### src/rtl/mst_pkg.sv
package mst_pkg;
  typedef enum logic [2:0] {
    CND_NEG  = 3'd0,
    CND_ZERO = 3'd1,
    CND_NZ   = 3'd2,
    CND_POS  = 3'd3,
    CND_LTTH = 3'd4,
    CND_TGT  = 3'd5
  } cond_e;
endpackage

### src/rtl/mst_cfg_reg.sv
module mst_cfg_reg #(
  parameter int DATA_W = 32
) (
  input  logic              clk,
  input  logic              rst,
  input  logic              cfg_we,
  input  logic [2:0]        cfg_mode,
  input  logic [DATA_W-1:0] cfg_thresh,
  output logic [2:0]        mode_q,
  output logic [DATA_W-1:0] thresh_q
);
  always_ff @(posedge clk) begin
    if (rst) begin
      mode_q   <= 3'd0;
      thresh_q <= '0;
    end else if (cfg_we) begin
      mode_q   <= cfg_mode;
      thresh_q <= cfg_thresh;
    end
  end

  AST_CFG_HOLD: assert property (@(posedge clk) disable iff (rst)
    !cfg_we |=> $stable(mode_q) && $stable(thresh_q));
endmodule

### src/rtl/mst_cond_eval.sv
module mst_cond_eval
  import mst_pkg::*;
#(
  parameter int DATA_W = 32
) (
  input  logic [2:0]        mode,
  input  logic [DATA_W-1:0] thresh,
  input  logic [DATA_W-1:0] data,
  output logic              legal,
  output logic              taken,
  output logic [DATA_W-1:0] target
);
  logic signed [DATA_W-1:0] sd, st;
  assign sd = $signed(data);
  assign st = $signed(thresh);

  always_comb begin
    legal  = 1'b1;
    taken  = 1'b0;
    target = '0;
    case (mode)
      CND_NEG:  taken = sd < 0;
      CND_ZERO: taken = (data == '0);
      CND_NZ:   taken = (data != '0);
      CND_POS:  taken = sd > 0;
      CND_LTTH: taken = sd < st;
      CND_TGT: begin
        taken  = 1'b1;
        target = data;
      end
      default:  legal = 1'b0;
    endcase
  end
endmodule

### src/rtl/mst_table.sv
module mst_table #(
  parameter int IDX_W = 6,
  parameter int TAG_W = 10,
  parameter int TGT_W = 32
) (
  input  logic             clk,
  input  logic             rst,
  input  logic             clr,
  input  logic             wr_en,
  input  logic [IDX_W-1:0] wr_idx,
  input  logic [TAG_W-1:0] wr_tag,
  input  logic             wr_taken,
  input  logic [TGT_W-1:0] wr_tgt,
  input  logic             rd_en,
  input  logic [IDX_W-1:0] rd_idx,
  output logic             rd_vld,
  output logic [TAG_W-1:0] rd_tag,
  output logic             rd_taken,
  output logic [TGT_W-1:0] rd_tgt
);
  localparam int DEPTH = 1 << IDX_W;
  localparam int ENT_W = TAG_W + 1 + TGT_W;

  logic [ENT_W-1:0] mem [DEPTH];
  logic [ENT_W-1:0] rd_q;
  logic [DEPTH-1:0] vld;
  logic             vld_q;
  logic             do_wr;

  assign do_wr = wr_en && !clr;

  // payload array: no reset, read-first, one write and one read port
  always_ff @(posedge clk) begin
    if (do_wr) mem[wr_idx] <= {wr_tag, wr_taken, wr_tgt};
  end

  always_ff @(posedge clk) begin
    if (rd_en) rd_q <= mem[rd_idx];
  end

  // valid bits in flops so a clear takes a single cycle
  always_ff @(posedge clk) begin
    if (rst || clr)  vld <= '0;
    else if (wr_en)  vld[wr_idx] <= 1'b1;
  end

  always_ff @(posedge clk) begin
    if (rst)        vld_q <= 1'b0;
    else if (rd_en) vld_q <= vld[rd_idx];
  end

  assign rd_vld                   = vld_q;
  assign {rd_tag, rd_taken, rd_tgt} = rd_q;

  AST_CLR_EMPTIES: assert property (@(posedge clk) disable iff (rst)
    clr |=> (vld == '0));
  AST_WRITE_VALIDATES: assert property (@(posedge clk) disable iff (rst)
    (wr_en && !clr) |=> vld[$past(wr_idx)]);
  AST_IDLE_KEEPS: assert property (@(posedge clk) disable iff (rst)
    (!wr_en && !clr) |=> $stable(vld));
endmodule

### src/rtl/mst_outcome_table.sv
module mst_outcome_table #(
  parameter int ADDR_W = 32,
  parameter int DATA_W = 32,
  parameter int IDX_W  = 6,
  parameter int TAG_W  = 10
) (
  input  logic              clk,
  input  logic              rst,
  input  logic              clr,
  input  logic              cfg_we,
  input  logic [2:0]        cfg_mode,
  input  logic [DATA_W-1:0] cfg_thresh,
  input  logic              st_valid,
  input  logic              st_marked,
  input  logic [ADDR_W-1:0] st_addr,
  input  logic [DATA_W-1:0] st_data,
  input  logic              lk_valid,
  input  logic [ADDR_W-1:0] lk_addr,
  output logic              pr_valid,
  output logic              pr_hit,
  output logic              pr_taken,
  output logic [DATA_W-1:0] pr_target
);
  localparam int WLSB   = $clog2(DATA_W / 8);
  localparam int TAG_LO = WLSB + IDX_W;
  localparam int TAG_HI = TAG_LO + TAG_W - 1;

  logic [2:0]        mode_q;
  logic [DATA_W-1:0] thresh_q;
  logic              c_legal, c_taken;
  logic [DATA_W-1:0] c_target;
  logic              wr_en;
  logic [TAG_W-1:0]  lk_tag_q;
  logic              lk_q;
  logic              e_vld, e_taken;
  logic [TAG_W-1:0]  e_tag;
  logic [DATA_W-1:0] e_tgt;
  logic              hit;
  logic              unused_addr;

  assign unused_addr = ^{st_addr, lk_addr};

  mst_cfg_reg #(.DATA_W(DATA_W)) i_cfg (
    .clk(clk), .rst(rst), .cfg_we(cfg_we), .cfg_mode(cfg_mode),
    .cfg_thresh(cfg_thresh), .mode_q(mode_q), .thresh_q(thresh_q));

  mst_cond_eval #(.DATA_W(DATA_W)) i_cond (
    .mode(mode_q), .thresh(thresh_q), .data(st_data),
    .legal(c_legal), .taken(c_taken), .target(c_target));

  assign wr_en = st_valid && st_marked && c_legal;

  mst_table #(.IDX_W(IDX_W), .TAG_W(TAG_W), .TGT_W(DATA_W)) i_tab (
    .clk(clk), .rst(rst), .clr(clr),
    .wr_en(wr_en), .wr_idx(st_addr[TAG_LO-1:WLSB]), .wr_tag(st_addr[TAG_HI:TAG_LO]),
    .wr_taken(c_taken), .wr_tgt(c_target),
    .rd_en(lk_valid), .rd_idx(lk_addr[TAG_LO-1:WLSB]),
    .rd_vld(e_vld), .rd_tag(e_tag), .rd_taken(e_taken), .rd_tgt(e_tgt));

  always_ff @(posedge clk) begin
    if (rst) begin
      lk_q     <= 1'b0;
      lk_tag_q <= '0;
    end else begin
      lk_q <= lk_valid;
      if (lk_valid) lk_tag_q <= lk_addr[TAG_HI:TAG_LO];
    end
  end

  assign hit       = lk_q && e_vld && (e_tag == lk_tag_q);
  assign pr_valid  = lk_q;
  assign pr_hit    = hit;
  assign pr_taken  = hit && e_taken;
  assign pr_target = hit ? e_tgt : '0;

  AST_HIT_ONLY_ON_LOOKUP: assert property (@(posedge clk) disable iff (rst)
    !lk_valid |=> !pr_hit);
  AST_MISS_IS_QUIET: assert property (@(posedge clk) disable iff (rst)
    !pr_hit |-> !pr_taken && (pr_target == '0));
  AST_UNMARKED_NO_WRITE: assert property (@(posedge clk) disable iff (rst)
    !st_marked |-> !wr_en);
  AST_RESERVED_NO_WRITE: assert property (@(posedge clk) disable iff (rst)
    (mode_q > 3'd5) |-> !wr_en);
endmodule

### config.mk
export PLATFORM = sky130hd
export DESIGN_NAME = mst_outcome_table
export DESIGN_NICKNAME = d
export VERILOG_FILES = /design/src/rtl/mst_pkg.sv /design/src/rtl/mst_cfg_reg.sv /design/src/rtl/mst_cond_eval.sv /design/src/rtl/mst_table.sv /design/src/rtl/mst_outcome_table.sv
export SDC_FILE = /design/constraint.sdc
export NUM_CORES = 2
export LEC_CHECK = 0
export BUFFER_PORTS_ARGS = -buffer_cell sky130_fd_sc_hd__buf_2
export CAP_MARGIN = 20
export CORE_UTILIZATION = 50
export DETAILED_ROUTE_END_ITERATION = 10
export GPL_TIMING_DRIVEN = 0
export HOLD_SLACK_MARGIN = 0.15
export PLACE_DENSITY = 0.72
export SYNTH_ARGS = -nofsm -noshare
export SYNTH_HDL_FRONTEND = slang
export SYNTH_HIERARCHICAL = 1
export SYNTH_SLANG_ARGS = --single-unit
### constraint.sdc
create_clock -name clk -period 9.3 [get_ports clk]
set_input_delay 1.86 -clock clk [delete_from_list [all_inputs] [get_ports clk]]
set_output_delay 1.86 -clock clk [all_outputs]
set_load 0.02 [all_outputs]
Yosys cells after proc, flatten, opt, wreduce, memory -nomap -nowiden
Memory sizes are Yosys's and may differ from the RTL's. A register that Yosys moved wholly into a read port is not among the register bits.
Cells that the tools add are included.
{"block": "totals", "regBits": 111, "ram_bits": 2752, "n_memories": 1}
{"name": "i_tab.mem", "depth": 64, "width": 43, "read_ports": 1, "rd_ports_with_merged_regs": 1, "wr": 1, "line": "mst_table.sv:24", "source": "logic [ENT_W-1:0] mem [DEPTH];"}
{"block": "op_classes", "magnitude_cmp": 6, "n_eq_ne": 6, "mux": 10, "bitwise": 1, "reduce_logical": 13}
{"operator": "2-to-1 mux 32 bit", "count": 2}
{"operator": "bitwise OR 64 bit", "count": 1}
{"operator": "greater-than comparator 32 x 1 -> 1 bit, second input constant", "count": 1}
{"operator": "logical NOT 32 bit", "count": 1}
{"operator": "< comparator 32 x 1 -> 1 bit, second input constant", "count": 1}
{"operator": "< comparator 32 bit", "count": 1}
{"operator": "nonzero test 32 bit", "count": 1}
{"operator": "< comparator 6 x 7 -> 1 bit, second input constant", "count": 2}
{"operator": "== test 10 bit", "count": 1}
{"operator": "logical AND 1 bit", "count": 7}
{"operator": "binary-select mux 1 bit (select 6 bit)", "count": 1}
{"operator": "demux 1 bit (select 6 bit)", "count": 1}
{"operator": "== test 3 x 2 -> 1 bit, second input constant", "count": 2}
{"operator": "== test 3 bit, second input constant", "count": 2}
{"operator": "greater-or-equal comparator 6 x 1 -> 1 bit, second input constant", "count": 1}
{"operator": "one-hot mux 1 bit (6 select lines)", "count": 1}
{"operator": "OR reduction 6 bit", "count": 1}
{"operator": "2-to-1 mux 1 bit", "count": 5}
{"operator": "== test 3 x 1 -> 1 bit, second input constant", "count": 1}
{"operator": "logical NOT 3 bit", "count": 1}
{"operator": "logical NOT 1 bit", "count": 1}
{"operator": "logical OR 1 bit", "count": 1}

Logic depth before layout (Yosys ltp)
{"block": "depth", "word_depth": 7, "ltp_mapped": 11}

By module
The synthesis kept the hierarchy.
{"module": "mst_table", "instances": 1, "cells_each": 4316, "area_per_inst_um2": 108237.6, "seq_area_each_um2": 85231.7}
{"module": "mst_cfg_reg", "instances": 1, "cells_each": 113, "area_per_inst_um2": 1272.5, "seq_area_each_um2": 700.7}
{"module": "mst_outcome_table", "instances": 1, "cells_each": 133, "area_per_inst_um2": 1208.7, "seq_area_each_um2": 220.2}
{"module": "mst_cond_eval", "instances": 1, "cells_each": 167, "area_per_inst_um2": 1121.1, "seq_area_each_um2": 0.0}

Worst setup path before layout
No wires, ideal clock.
{"block": "synth_path", "kind": "input to register", "from": "in st_valid", "to": "mem i_tab/mem[56][0] (netlist bit), enable pin", "setup_ps": 497, "arrival_time_ps": 5600, "t_required_ps": 8803, "slack_ps": 3204, "stages": 4, "path_buffers": 0, "cell_sequence": "and3_1 > nand2b_1 > or3_1 > nor3_1"}
{"block": "synth_between", "elab_chain_cells": 5}
{"element": "start, declared", "line": "mst_outcome_table.sv:13", "source": "input logic st_valid,"}
{"element": "logical AND 1 bit (2 in series)", "line": "mst_outcome_table.sv:51", "source": "assign wr_en = st_valid && st_marked && c_legal;"}
{"element": "logical AND 1 bit", "line": "mst_table.sv:30", "source": "assign do_wr = wr_en && !clr;"}
{"element": "2-to-1 mux 1 bit", "line": "mst_table.sv:34", "source": "if (do_wr) mem[wr_idx] <= {wr_tag, wr_taken, wr_tgt};"}
{"element": "2-to-1 mux 1 bit (not written as such)", "line": "mst_table.sv:34"}
{"element": "end, declared", "line": "mst_table.sv:24"}
Every way passes these cells.

Worst setup path in the final report
{"block": "layout_path", "from": "reg i_tab.rd_q[34], read port of i_tab.mem", "to": "out pr_target[5]"}
{"block": "layout_between", "elab_chain_cells": 3}
{"element": "start, declared", "line": "mst_table.sv:25", "source": "logic [ENT_W-1:0] rd_q;"}
{"element": "== test 10 bit", "line": "mst_outcome_table.sv:70", "source": "assign hit = lk_q && e_vld && (e_tag == lk_tag_q);"}
{"element": "logical AND 1 bit", "line": "mst_outcome_table.sv:70"}
{"element": "2-to-1 mux 32 bit", "line": "mst_outcome_table.sv:74", "source": "assign pr_target = hit ? e_tgt : '0;"}
{"element": "end, declared", "line": "mst_outcome_table.sv:22", "source": "output logic [DATA_W-1:0] pr_target"}
Every way passes these cells.

==> results.json <==
{
  "antenna_found_initial": 19,
  "gr-total-overflow": 0,
  "p_seq_frac": 0.539,
  "synthMuxAreaShare": 0.189,
  "synth_ff_type": "edfxtp_1",
  "status": "finished clean",
  "grt_max_degree": 65,
  "finClkSkew_ns": 0.0573,
  "totalWireLength_um": 285000,
  "seq_area_frac_synth": 0.770,
  "hold_class": "reg2reg",
  "routed_via_density": 6.39,
  "period_needed_ns": 5.71,
  "final_antenna_net_count": 0,
  "cts_tree": "yes",
  "rows": 173,
  "port_buffers": 130,
  "cp-end-kind": "output port",
  "core_area_um2": 222000,
  "rr_endpoint": "i_tab/mem[54][16]",
  "r2r_cells": 6,
  "final_max_slew_viol_count": 0,
  "cts-root-buf": "clkbuf_16",
  "clk_pin_slew_worst_paths_ns": 0.06,
  "fin_crit_sh": 0.614,
  "nFillCells": 15233,
  "synth_top_area_share": 0.750,
  "final_nets": 5497,
  "whs_ns": 0.468,
  "synth-async-reset-ratio": 0,
  "drt_iter0_markers": 7366,
  "cts_setup_buffers": 0,
  "intPower_mw": 21.1,
  "ys_types": 52,
  "synthSimpleGateAreaFrac": 0.0184,
  "ys_ff_latch": 2906,
  "synth_top_family_by_area": "multiplexers",
  "fp.dieW_um": 475,
  "netlist_instances": 4729,
  "drc": 0,
  "grt_usage": 0.256,
  "synth_xor_area_frac": 0.000839,
  "crit_path_cell_trace": "xnor2_1 > nand3_1 > buf_2 > nor4_2 > buf_2",
  "cp_max_fo": 10,
  "synth_fa_ha_area_frac": 0.00347,
  "clock-sinks": 2906,
  "dr.pass1.iters": 5,
  "syn-cell-area_um2": 112000,
  "place_ws_ns": 2.89,
  "slew_headroom": 0.188,
  "pin_count": 173,
  "cpMostUsedCell": "buf_2",
  "ys_warn_count": 6,
  "areaGrowthSynthToFinish_pct": 15.2,
  "drive_gt1_frac": 0.327,
  "p_leak_nw": 35.2,
  "hold_depth": 2,
  "hold_buffers": 0,
  "critical_path_class": "reg2out",
  "hp-start": "i_tab/vld[52]",
  "yosys-top-cells-area": "edfxtp_1, mux4_2, dfxtp_1",
  "path_buf_inv": 2,
  "syn_avg_cell_area_um2": 23.6,
  "switchingPower_mw": 5.41,
  "start_kind": "flip-flop",
  "p_per_area_nw_per_um2": 206,
  "gp_congestion": 0.931,
  "die_h_um": 475,
  "timing.rr.start": "i_cfg/mode_q[2]",
  "grt_pass1_wl_um": 403000,
  "critPathArrivalTime_ns": 3.85,
  "finalHoldViolations": 0,
  "crit_slowest_cell": "nor4_2",
  "synth-compound-area-share": 0.00631,
  "fmax_ghz": 0.175,
  "setup_violations": 0,
  "tightest_slew_ns": 1.22,
  "htree_levels": 5,
  "start_util": 0.503,
  "peakVddDrop_v": 0.000202,
  "cp_slowest_stage_delay_ns": 0.88,
  "syn-num-nets": 4898,
  "power.total_mw": 26.5,
  "critical_path.top_delay_family": "simple AND/OR/NAND/NOR gates",
  "yosys.area.top_type": "edfxtp_1",
  "worst_slack_ns": 3.59,
  "switching_share": 0.204,
  "die_area_um2": 226000,
  "worstSkewPairLatency_ns": 0.93,
  "maxCapViolations": 0,
  "wire_per_inst_um": 33.5,
  "rsz0062_at_grt": "no",
  "synth_edf_count": 2795,
  "cts_buffers": 296,
  "ff2ff_setup_slack_ns": 5.35,
  "grt_pass1_vias": 55250,
  "vias": 54339,
  "post_cts_resized": 0,
  "cp.required_ns": 7.44,
  "p_comb_frac": 0.039,
  "hpwlAfterDp_um": 189000,
  "min_to": "i_tab/vld[52]",
  "clk_path_buf_depth": 4,
  "clkPwrFrac": 0.422
}
==> cells by family after synthesis <==
group | Yosys count
XOR/XNOR | 9
multiplexers | 978
buffers and inverters | 296
flip-flops | 2906
AND/OR/NAND/NOR | 392
AO/OA/AOI/OAI | 117
adder cells (fa/ha/maj) | 31
==> layout by cell type (no fill, tap or decap), types with 4 or more instances in the layout <==
master and count:
and2_2 32, buf_8 16, dfxtp_1 111, mux4_2 903, diode_2 4, nor4_2 31
inv_1 35, xnor2_1 7, ha_1 31, o21ai_0 5, nor4_1 14, clkbuf_2 5
nor2_1 125, nand3_1 44, nand2_1 25, inv_6 5, buf_1 38, a211oi_1 8
a21oi_1 76, bufinv_16 16, buf_2 217, nor2_4 62, nor2b_1 15, clkinv_1 64
nor3_1 5, mux2i_1 73, nand4_1 10, nand2b_1 12, buf_4 9, edfxtp_1 2795
clkinv_2 27, a31oi_1 7, clkbuf_16 305, clkbuf_1 192, buf_12 131, buf_6 18
buf_16 9
==> registers in the layout, summed over array words and instances, names as in the netlist <==
name / flops
i_tab/rd_q: 43
lk_tag_q: 10
pr_valid: 1
i_tab/vld: 64
i_tab/rd_vld: 1
i_tab/mem: 2752
i_cfg/mode_q: 3
i_cfg/thresh_q: 32
==> worst min-delay path: cells and delay by family (launching register included) <==
kind	cells	cell delay, ns
simple gates	1	0.07
flops	1	0.32
compound gates	1	0.04
==> cell usage after synthesis, drive strengths merged, types with 26 or more instances <==
| cell | instances |
|---|---|
| edfxtp | 2795 |
| mux4 | 903 |
| nor2 | 187 |
| buf | 139 |
| clkbuf | 121 |
| dfxtp | 111 |
| a21oi | 77 |
| mux2i | 73 |
| nor4 | 45 |
| nand3 | 44 |
| inv | 36 |
| and2 | 32 |
| ha | 31 |
| nand2 | 26 |
==> metal layers <==
metal	global-route usage	vias to the layer above	routed length, um
li1	-	21435	-
met1	0.326	29201	101000
met2	0.431	3181	145000
met3	0.0553	516	28300
met4	0.0944	6	10500
met5	0	-	47
==> metrics by stage <==
step	TNS, ns	util	std cells	area [um^2]
finish	0	0.580	8507	129000
global route	0	0.580	8504	129000
CTS	0	0.578	8480	128000
global placement	-47.82	0.523	7834	116000
detailed placement	0	0.538	7982	120000
floorplan	0	-	4729	112000
==> worst max path at each step <==
stage                     depth (start not counted)            from                end  slack (ns)
final                                             5  i_tab/rd_q[34]       pr_target[5]        3.59
after global routing                              5     lk_tag_q[0]      pr_target[11]        3.65
after CTS                                         5     lk_tag_q[0]      pr_target[11]        3.61
after detailed placement                         10      lk_addr[4]     i_tab/rd_q[19]        2.89
after global placement                            5        st_valid  i_tab/mem[57][24]       -0.58
after floorplan                                   4        st_valid   i_tab/mem[56][0]        3.20
==> area by class of cell <==
class / instances / area [um^2] / area share
diodes: 4 / 10.0 / 0.0000777
plain buffers: 260 / 1220 / 0.00944
clock buffers: 381 / 7940 / 0.0616
clock inverters: 117 / 937 / 0.00727
inverters: 36 / 135 / 0.00105
multi-input cells: 1527 / 24900 / 0.193
flip-flops and latches: 2906 / 86200 / 0.669
well taps: 2975 / 3720 / 0.0289
repair buffers: 301 / 3860 / 0.0300
==> power by group through the flow <==
stage / clock network, mW / logic [mW] / registers, mW
5_1_grt: 11.8 / 1.08 / 14.3
3_5_place_dp: 0 / 1.01 / 14.6
2_1_floorplan: 0 / 0.591 / 14.6
6_report: 11.2 / 1.03 / 14.3
3_3_place_gp: 0 / 0.956 / 14.6
4_1_cts: 11.3 / 1.01 / 14.3
No activity file was read; power rests on OpenSTA's default activity.
